==> src/rtl/can_ef_pkg.sv <==
package can_ef_pkg;

  typedef enum logic [2:0] {
    EF_IDLE  = 3'd0,
    EF_ARM   = 3'd1,
    EF_FLAG  = 3'd2,
    EF_WAIT  = 3'd3,
    EF_DELIM = 3'd4
  } ef_state_t;

  localparam logic BUS_DOM = 1'b0;
  localparam logic BUS_REC = 1'b1;

  // Width of a counter that must hold the values 0..n.
  function automatic int unsigned cnt_bits(input int unsigned n);
    return (n < 2) ? 1 : $clog2(n + 1);
  endfunction

  // States in which the bus is sampled for the dominant run.
  function automatic logic watches_bus(input ef_state_t s);
    return (s == EF_FLAG) || (s == EF_WAIT) || (s == EF_DELIM);
  endfunction

endpackage

==> src/rtl/ef_bit_counter.sv <==
module ef_bit_counter #(
  parameter int unsigned LIMIT = 8,
  parameter int unsigned W     = 4
) (
  input  logic         clk,
  input  logic         rst_n,
  input  logic         clear,
  input  logic         step,
  output logic [W-1:0] count
);

  localparam logic [W-1:0] TOP = W'(LIMIT);

  // Saturating counter, clear has priority over step.
  always_ff @(posedge clk or negedge rst_n) begin
    if (!rst_n) begin
      count <= '0;
    end else if (clear) begin
      count <= '0;
    end else if (step && (count != TOP)) begin
      count <= count + 1'b1;
    end
  end

endmodule

==> src/rtl/ef_stuck_flag.sv <==
module ef_stuck_flag (
  input  logic clk,
  input  logic rst_n,
  input  logic set_hit,
  input  logic clr_req,
  output logic flag
);

  // Sticky flag: a detection in the same cycle as a clear wins.
  always_ff @(posedge clk or negedge rst_n) begin
    if (!rst_n) begin
      flag <= 1'b0;
    end else if (set_hit) begin
      flag <= 1'b1;
    end else if (clr_req) begin
      flag <= 1'b0;
    end
  end

endmodule

==> src/rtl/ef_seq.sv <==
module ef_seq
  import can_ef_pkg::*;
(
  input  logic      clk,
  input  logic      rst_n,
  input  logic      strobe,
  input  logic      rx_dom,
  input  logic      err_pulse,
  input  logic      flag_last,
  input  logic      delim_last,
  output ef_state_t state,
  output logic      flag_start,
  output logic      flag_end,
  output logic      delim_step,
  output logic      delim_restart,
  output logic      frame_end
);

  ef_state_t nxt;

  // Events, each valid only in the cycle of the strobe that causes it.
  always_comb begin
    flag_start    = (state == EF_ARM) && strobe;
    flag_end      = (state == EF_FLAG) && strobe && flag_last;
    delim_step    = strobe && !rx_dom &&
                    ((state == EF_WAIT) || (state == EF_DELIM));
    delim_restart = strobe && rx_dom && (state == EF_DELIM);
    frame_end     = (state == EF_DELIM) && strobe && !rx_dom && delim_last;
  end

  always_comb begin
    nxt = state;
    unique case (state)
      EF_IDLE:  if (err_pulse)  nxt = EF_ARM;
      EF_ARM:   if (flag_start) nxt = EF_FLAG;
      EF_FLAG:  if (flag_end)   nxt = EF_WAIT;
      EF_WAIT:  if (delim_step) nxt = EF_DELIM;
      EF_DELIM: begin
        if (delim_restart)  nxt = EF_WAIT;
        else if (frame_end) nxt = EF_IDLE;
      end
      default:  nxt = EF_IDLE;
    endcase
  end

  always_ff @(posedge clk or negedge rst_n) begin
    if (!rst_n) state <= EF_IDLE;
    else        state <= nxt;
  end

endmodule

==> src/rtl/can_errframe_gen.sv <==
module can_errframe_gen
  import can_ef_pkg::*;
#(
  parameter int unsigned FLAG_BITS  = 6,
  parameter int unsigned DELIM_BITS = 8,
  parameter int unsigned MAX_DOM    = 12
) (
  input  logic clk,
  input  logic rst_n,
  input  logic bit_strobe,
  input  logic rx_level,
  input  logic err_pulse,
  input  logic stuck_clr,
  output logic tx_level,
  output logic frame_active,
  output logic frame_done,
  output logic stuck_dom
);

  localparam int unsigned FW = cnt_bits(FLAG_BITS);
  localparam int unsigned DW = cnt_bits(DELIM_BITS);
  localparam int unsigned MW = cnt_bits(MAX_DOM);

  localparam logic [FW-1:0] FLAG_LAST  = FW'(FLAG_BITS - 1);
  localparam logic [DW-1:0] DELIM_LAST = DW'(DELIM_BITS - 1);
  localparam logic [MW-1:0] DOM_LIMIT  = MW'(MAX_DOM);

  ef_state_t      state;
  logic           rx_dom;
  logic           flag_start, flag_end, delim_step, delim_restart, frame_end;
  logic           flag_last, delim_last;
  logic [FW-1:0]  flag_cnt;
  logic [DW-1:0]  delim_cnt;
  logic [MW-1:0]  dom_cnt;
  logic           dom_step, dom_clear, stuck_hit;
  logic           done_q;

  assign rx_dom = (rx_level == BUS_DOM);

  ef_seq u_seq (
    .clk           (clk),
    .rst_n         (rst_n),
    .strobe        (bit_strobe),
    .rx_dom        (rx_dom),
    .err_pulse     (err_pulse),
    .flag_last     (flag_last),
    .delim_last    (delim_last),
    .state         (state),
    .flag_start    (flag_start),
    .flag_end      (flag_end),
    .delim_step    (delim_step),
    .delim_restart (delim_restart),
    .frame_end     (frame_end)
  );

  // Bits of the own error flag.
  ef_bit_counter #(.LIMIT(FLAG_BITS), .W(FW)) u_flag_cnt (
    .clk   (clk),
    .rst_n (rst_n),
    .clear (flag_start),
    .step  (bit_strobe && (state == EF_FLAG)),
    .count (flag_cnt)
  );
  assign flag_last = (flag_cnt == FLAG_LAST);

  // Consecutive recessive delimiter bits.
  ef_bit_counter #(.LIMIT(DELIM_BITS), .W(DW)) u_delim_cnt (
    .clk   (clk),
    .rst_n (rst_n),
    .clear (flag_end || delim_restart),
    .step  (delim_step),
    .count (delim_cnt)
  );
  assign delim_last = (delim_cnt == DELIM_LAST);

  // Dominant run on the bus since the flag began.
  assign dom_step  = bit_strobe && rx_dom && watches_bus(state);
  assign dom_clear = flag_start || (bit_strobe && !rx_dom);

  ef_bit_counter #(.LIMIT(MAX_DOM), .W(MW)) u_dom_cnt (
    .clk   (clk),
    .rst_n (rst_n),
    .clear (dom_clear),
    .step  (dom_step),
    .count (dom_cnt)
  );
  assign stuck_hit = dom_step && (dom_cnt == DOM_LIMIT);

  ef_stuck_flag u_stuck (
    .clk     (clk),
    .rst_n   (rst_n),
    .set_hit (stuck_hit),
    .clr_req (stuck_clr),
    .flag    (stuck_dom)
  );

  always_ff @(posedge clk or negedge rst_n) begin
    if (!rst_n) done_q <= 1'b0;
    else        done_q <= frame_end;
  end

  assign tx_level     = (state == EF_FLAG) ? BUS_DOM : BUS_REC;
  assign frame_active = (state != EF_IDLE);
  assign frame_done   = done_q;

endmodule

==> config.mk <==
export PLATFORM = sky130hd
export DESIGN_NAME = can_errframe_gen
export DESIGN_NICKNAME = d
export VERILOG_FILES = /design/src/rtl/can_ef_pkg.sv /design/src/rtl/ef_bit_counter.sv /design/src/rtl/ef_stuck_flag.sv /design/src/rtl/ef_seq.sv /design/src/rtl/can_errframe_gen.sv
export SDC_FILE = /design/constraint.sdc
export NUM_CORES = 1
export LEC_CHECK = 0
export BUFFER_PORTS_ARGS = -buffer_cell sky130_fd_sc_hd__buf_2
export CAP_MARGIN = 15
export CORE_MARGIN = 4
export CORE_UTILIZATION = 65
export CTS_BUF_LIST = sky130_fd_sc_hd__clkbuf_4
export CTS_CLUSTER_DIAMETER = 30
export CTS_CLUSTER_SIZE = 12
export DETAILED_ROUTE_END_ITERATION = 12
export PLACE_DENSITY = 0.91
export SLEW_MARGIN = 20
export SYNTH_ARGS = -nofsm -noshare
export SYNTH_HDL_FRONTEND = slang
export SYNTH_SLANG_ARGS = --single-unit
==> constraint.sdc <==
create_clock -name clk -period 3.3 [get_ports clk]
set_input_delay 0.33 -clock clk [delete_from_list [all_inputs] [get_ports clk]]
set_output_delay 0.33 -clock clk [all_outputs]
set_load 0.02 [all_outputs]
# Word level (Yosys, flattened, before mapping)
# Cells that the tools add are included.
# W data, S select, Z words.
# op_classes
eq_ne,15
reduce_logical,27
muxes,16
n_bitwise,1
addsub,3
# op_table
op,n
$mux W3,8
$mux W4,4
$logic_and A1 B1 Y1,15
$pmux W3 S5,1
$add A4 B1 Y4 const B,2
$ne A4 B4 Y1 const B,2
$reduce_bool A2 Y1,4
$eq A3 B2 Y1 const B,2
$eq A3 B3 Y1 const B,2
$ne A2 B2 Y1 const B,3
$ne A3 B3 Y1 const B,2
$logic_or A1 B1 Y1,5
$reduce_and A5 Y1,1
$eq A4 B3 Y1 const B,1
$eq A4 B4 Y1 const B,1
$add A3 B1 Y3 const B,1
$eq A3 B1 Y1 const B,1
$logic_not A3 Y1,1
$mux W1,3
$reduce_bool A3 Y1,1
$ne A2 B1 Y1 const B,1
$not A1 Y1,1
# word_totals
out_inout_bits,4
input_bits,6
reg_bits,16
wordCells,68

# Logic depth before layout (Yosys ltp)
# logic_depth
word_depth,7
mapped_depth,6

# By module
# From an unflattened synthesis, not the netlist that was laid out.
# hier_totals
hier_cells,114
hier_area_um2,1107.3
# by_module_without_submodules
mod,area_each_um2,n_inst,cells_per_inst,seq_area_each_um2
ef_seq,265.3,1,31,75.1
ef_bit_counter (u_dom_cnt),246.5,1,24,100.1
ef_bit_counter (u_delim_cnt),229.0,1,23,100.1
ef_bit_counter (u_flag_cnt),197.7,1,16,75.1
can_errframe_gen,132.6,1,17,25.0
ef_stuck_flag,36.3,1,3,25.0

# Worst setup path after synthesis
# OpenSTA, ideal clock, no wires.
# synth_path
kind,reg-to-reg
from,reg u_seq.state[1]
to,reg u_delim_cnt.count[1]
n_path_buf,1
stages_incl_launch_ff,6
synth_period_minus_slack_ps,1562
path_slack_ps,1738
arrival_time_ps,1428
cell_sequence,dfrtp_1 -> buf_6 -> or3b_4 -> a211oi_2 -> mux2i_1 -> nor2_1
# synth_via
elab_chain_cells,5
word_cells_on_any_way,12
# synth_rtl
element,line_no,rtl
start: declaration,ef_seq.sv:11,"output ef_state_t state,"
start signal: assignment,ef_seq.sv:48,else state <= nxt;
$eq A3 B2 Y1 (tied with other cells),ef_seq.sv:24,flag_end = (state == EF_FLAG) && strobe && flag_last;
$logic_and A1 B1 Y1 or $logic_or A1 B1 Y1 (tied branches),"ef_seq.sv:24, ef_seq.sv:26",
$logic_and A1 B1 Y1 (on tied branches),"ef_seq.sv:24, ef_seq.sv:25",
$logic_or A1 B1 Y1 or $logic_and A1 B1 Y1 (tied branches),"can_errframe_gen.sv:70, ef_bit_counter.sv:20",
$mux W4 or $reduce_bool A2 Y1 (tied branches),-,
end signal: assignment,ef_bit_counter.sv:21,count <= count + 1'b1;
end: declaration,ef_bit_counter.sv:9,output logic [W-1:0] count
# Several ways; a longest one is shown, not always the timed one.
# A chain may end at the register's enable or synchronous reset.

# Final worst setup path
# layout_path
from,reg u_seq.state[2]
to,out tx_level
# layout_via
elab_chain_cells,2
# layout_rtl
element,line_no,rtl
$eq A3 B2 Y1,can_errframe_gen.sv:102,assign tx_level = (state == EF_FLAG) ? BUS_DOM : BUS_REC;
$mux W1,can_errframe_gen.sv:102,
end: declaration,can_errframe_gen.sv:14,"output logic tx_level,"
# Every way passes these cells.

==> results.json <==
{
  "setup_slack_ns": 1.51,
  "synth_compound_area_share_pct": 17.3,
  "postCtsSetupRepairBufs": 0,
  "skew_ns": 0.00432,
  "yosys-top-cells-count": "dfrtp_1 (16), nor2_1 (12), inv_1 (8)",
  "power.leakage_uw": 0.000479,
  "nets": 130,
  "worstSetupPathType": "register to output port",
  "hpwl_mm": 1.43,
  "drive_gt1_share_pct": 13.8,
  "setup-tns-final_ns": 0,
  "cp-start-kind": "register",
  "row_count": 14,
  "synth_top_area_cell": "dfrtp_1",
  "root_buffer": "clkbuf_4",
  "max_freq_mhz": 560,
  "port_buffers": 9,
  "htreeDepth": 1,
  "syn_area_um2": 1040,
  "end_kind": "output port",
  "ys_seq_elements": 16,
  "status": "finished clean",
  "placedCellCount": 127,
  "min_period_ns": 1.79,
  "cap_violations": 0,
  "synth-xor-area-share_pct": 5.90,
  "synth_warnings": 0,
  "overflow": 0,
  "fillers": 109,
  "ir_worst_vdd_mv": 0.407,
  "ioPinCount": 10,
  "ant_nets": 0,
  "drc_errors": 0,
  "synth_top_family_by_area": "simple AND/OR/NAND/NOR gates",
  "diodes": 0,
  "synth.avg_cell_area_um2": 9.62,
  "worst_hold_slack_ns": 0.212,
  "fin_crit_sh_pct": 54.1,
  "synth_flop_cell": "dfrtp_1",
  "cts_tree": "yes",
  "start_util_pct": 68.9,
  "syn-num-nets": 121,
  "numCtsBuffers": 3,
  "fin_cells": 132,
  "grt_antenna_before_repair": 0,
  "viasPerCell": 6.03,
  "die_w_um": 48.0,
  "vias": 796,
  "die_h_um": 48.0,
  "synthAdderAreaFrac_pct": 8.43,
  "post_drt_wl_per_cell_um": 14.6,
  "place_congestion": 0.812,
  "place_ws_ns": 1.65,
  "synth.distinct_cells": 38,
  "netlist_instances": 108,
  "stdcell_area_um2": 1100,
  "path_clk_slew_ns": 0.10,
  "detail_route.iter0.violations": 15,
  "grtUsageTotal_pct": 19.0,
  "hold_violations": 0,
  "ys_top_cells_by_area": "dfrtp_1 (39%), ha_1 (8.4%), nor2_1 (4.3%)",
  "synth.most_common_cell": "dfrtp_1",
  "synth.area.mux_share_pct": 1.93,
  "placed_area_um2": 1070,
  "setup_violations": 0,
  "dieArea_um2": 2300,
  "synthSimpleGateAreaFrac_pct": 21.3,
  "synthArstFlopShare_pct": 100,
  "cts_sinks": 16,
  "syn2layout_area_growth_pct": 6.14,
  "grt_pass1_vias": 720,
  "clkLatencyLatePin_ns": 0.30,
  "worst-path-max-fanout": 11,
  "crit_arrival_ns": 1.46,
  "worstMarginPinSlew_ns": 0.433,
  "first_pass_iters": 4,
  "ys_seq_area_share_pct": 38.6,
  "grt_max_degree": 17,
  "hold_path_class": "input pin to register",
  "slew_headroom_pct": 70.9,
  "cp.required_ns": 2.97,
  "wirelength_mm": 1.93,
  "synth-edff-count": 0,
  "rsz0062_at_grt": "false",
  "clockBufferDepth": 2,
  "placeableCoreArea_um2": 1510,
  "power-per-cell-area_nw_per_um2": 722,
  "grt_pass1_wl_mm": 3.05,
  "drv_slew": 0,
  "synth_top_area_share_pct": 38.6,
  "cts_resized": 0
}
[cell families (layout without fill, tap and decap cells)]
| logic type | count (synthesis) | after routing |
|---|---|---|
| simple gates | 41 | 41 |
| compound gates | 21 | 21 |
| flops | 16 | 16 |
| buf+inv | 14 | 22 |
| fa+ha+maj | 7 | 7 |
| xor+xnor | 7 | 7 |
| mux | 2 | 2 |
[stage by stage]
step           power (uW)  utilization [%]
2_1_floorplan         626                -
3_3_place_gp          664             70.8
3_5_place_dp          686             70.8
4_1_cts               800             73.2
5_1_grt               857             73.2
6_report              796             73.2
[sequential cells by signal, summed over array words and instances, names as in the netlist]
signal	cells
u_stuck.flag	1
frame_done	1
u_dom_cnt.count	4
u_delim_cnt.count	4
u_flag_cnt.count	3
u_seq.state	3
[layout by cell type (no fill, tap or decap), types with 3 or more instances in the layout]
| cell | n |
|---|---|
| dfrtp_1 | 16 |
| nor2_1 | 12 |
| buf_2 | 9 |
| inv_1 | 8 |
| ha_1 | 7 |
| xnor2_1 | 5 |
| nand3_1 | 5 |
| nand2_1 | 4 |
| nor2b_1 | 4 |
| nor3_1 | 3 |
| nor3b_1 | 3 |
| o21ai_0 | 3 |
| a211oi_1 | 3 |
| clkbuf_4 | 3 |
[power breakdown]
| part | switching (uW) | leakage, uW | internal, uW |
|---|---|---|---|
| clock | 66.9 | 0.0000154 | 44.1 |
| sequential | 95.3 | 0.000211 | 258 |
| combinational | 183 | 0.000253 | 148 |
[per-layer routing]
layer	global-route usage [%]	vias to the layer above	wire length [um]	part of all wire, %
met5	0	-	0	0
met4	10.2	0	34	1.8
met3	2.26	4	65	3.4
met2	32.2	14	944	49
met1	23.4	388	881	46
li1	-	390	-	-
[final timing paths]
| path | from | endpoint | slack, ns | depth (start not counted) |
|---|---|---|---|---|
| hold / removal | stuck_clr | u_stuck.flag$_DFFE_PN0P_ | 0.21 | 2 |
| setup reg to reg | u_seq.state[0]$_DFFE_PN0P_ | u_delim_cnt.count[1]$_DFFE_PN0P_ | 1.63 | 4 |
| max in group asynchronous | rst_n | u_delim_cnt.count[2]$_DFFE_PN0P_ | 2.56 | 2 |
| min in group asynchronous | rst_n | u_seq.state[0]$_DFFE_PN0P_ | 0.48 | 2 |
| setup / recovery | u_seq.state[2]$_DFFE_PN0P_ | tx_level | 1.51 | 3 |
| hold reg to reg | u_dom_cnt.count[3]$_DFFE_PN0P_ | u_dom_cnt.count[3]$_DFFE_PN0P_ | 0.47 | 1 |
[critical path: stages (launching register included)]
cell	delay, ns
dfrtp_1	0.49
and2b_1	0.42
nand2b_1	0.08
buf_2	0.16
[area by class of cell]
| type | instances | area (um^2) | share of cell area (%) |
|---|---|---|---|
| clock buffers | 3 | 22.5 | 2.04 |
| clock inverters | 1 | 3.75 | 0.341 |
| inverters | 8 | 30.0 | 2.72 |
| multi-input cells | 78 | 571 | 51.8 |
| flip-flops and latches | 16 | 400 | 36.3 |
| well taps | 16 | 20.0 | 1.82 |
| repair buffers | 10 | 55.1 | 4.99 |
[timing repair]
item                                    in CTS  in global routing
hold buffers                                 1                  0
hold endpoints to repair                    16                  0
endpoints found under the setup margin       0                  0
No activity file was read; power rests on OpenSTA's default activity.
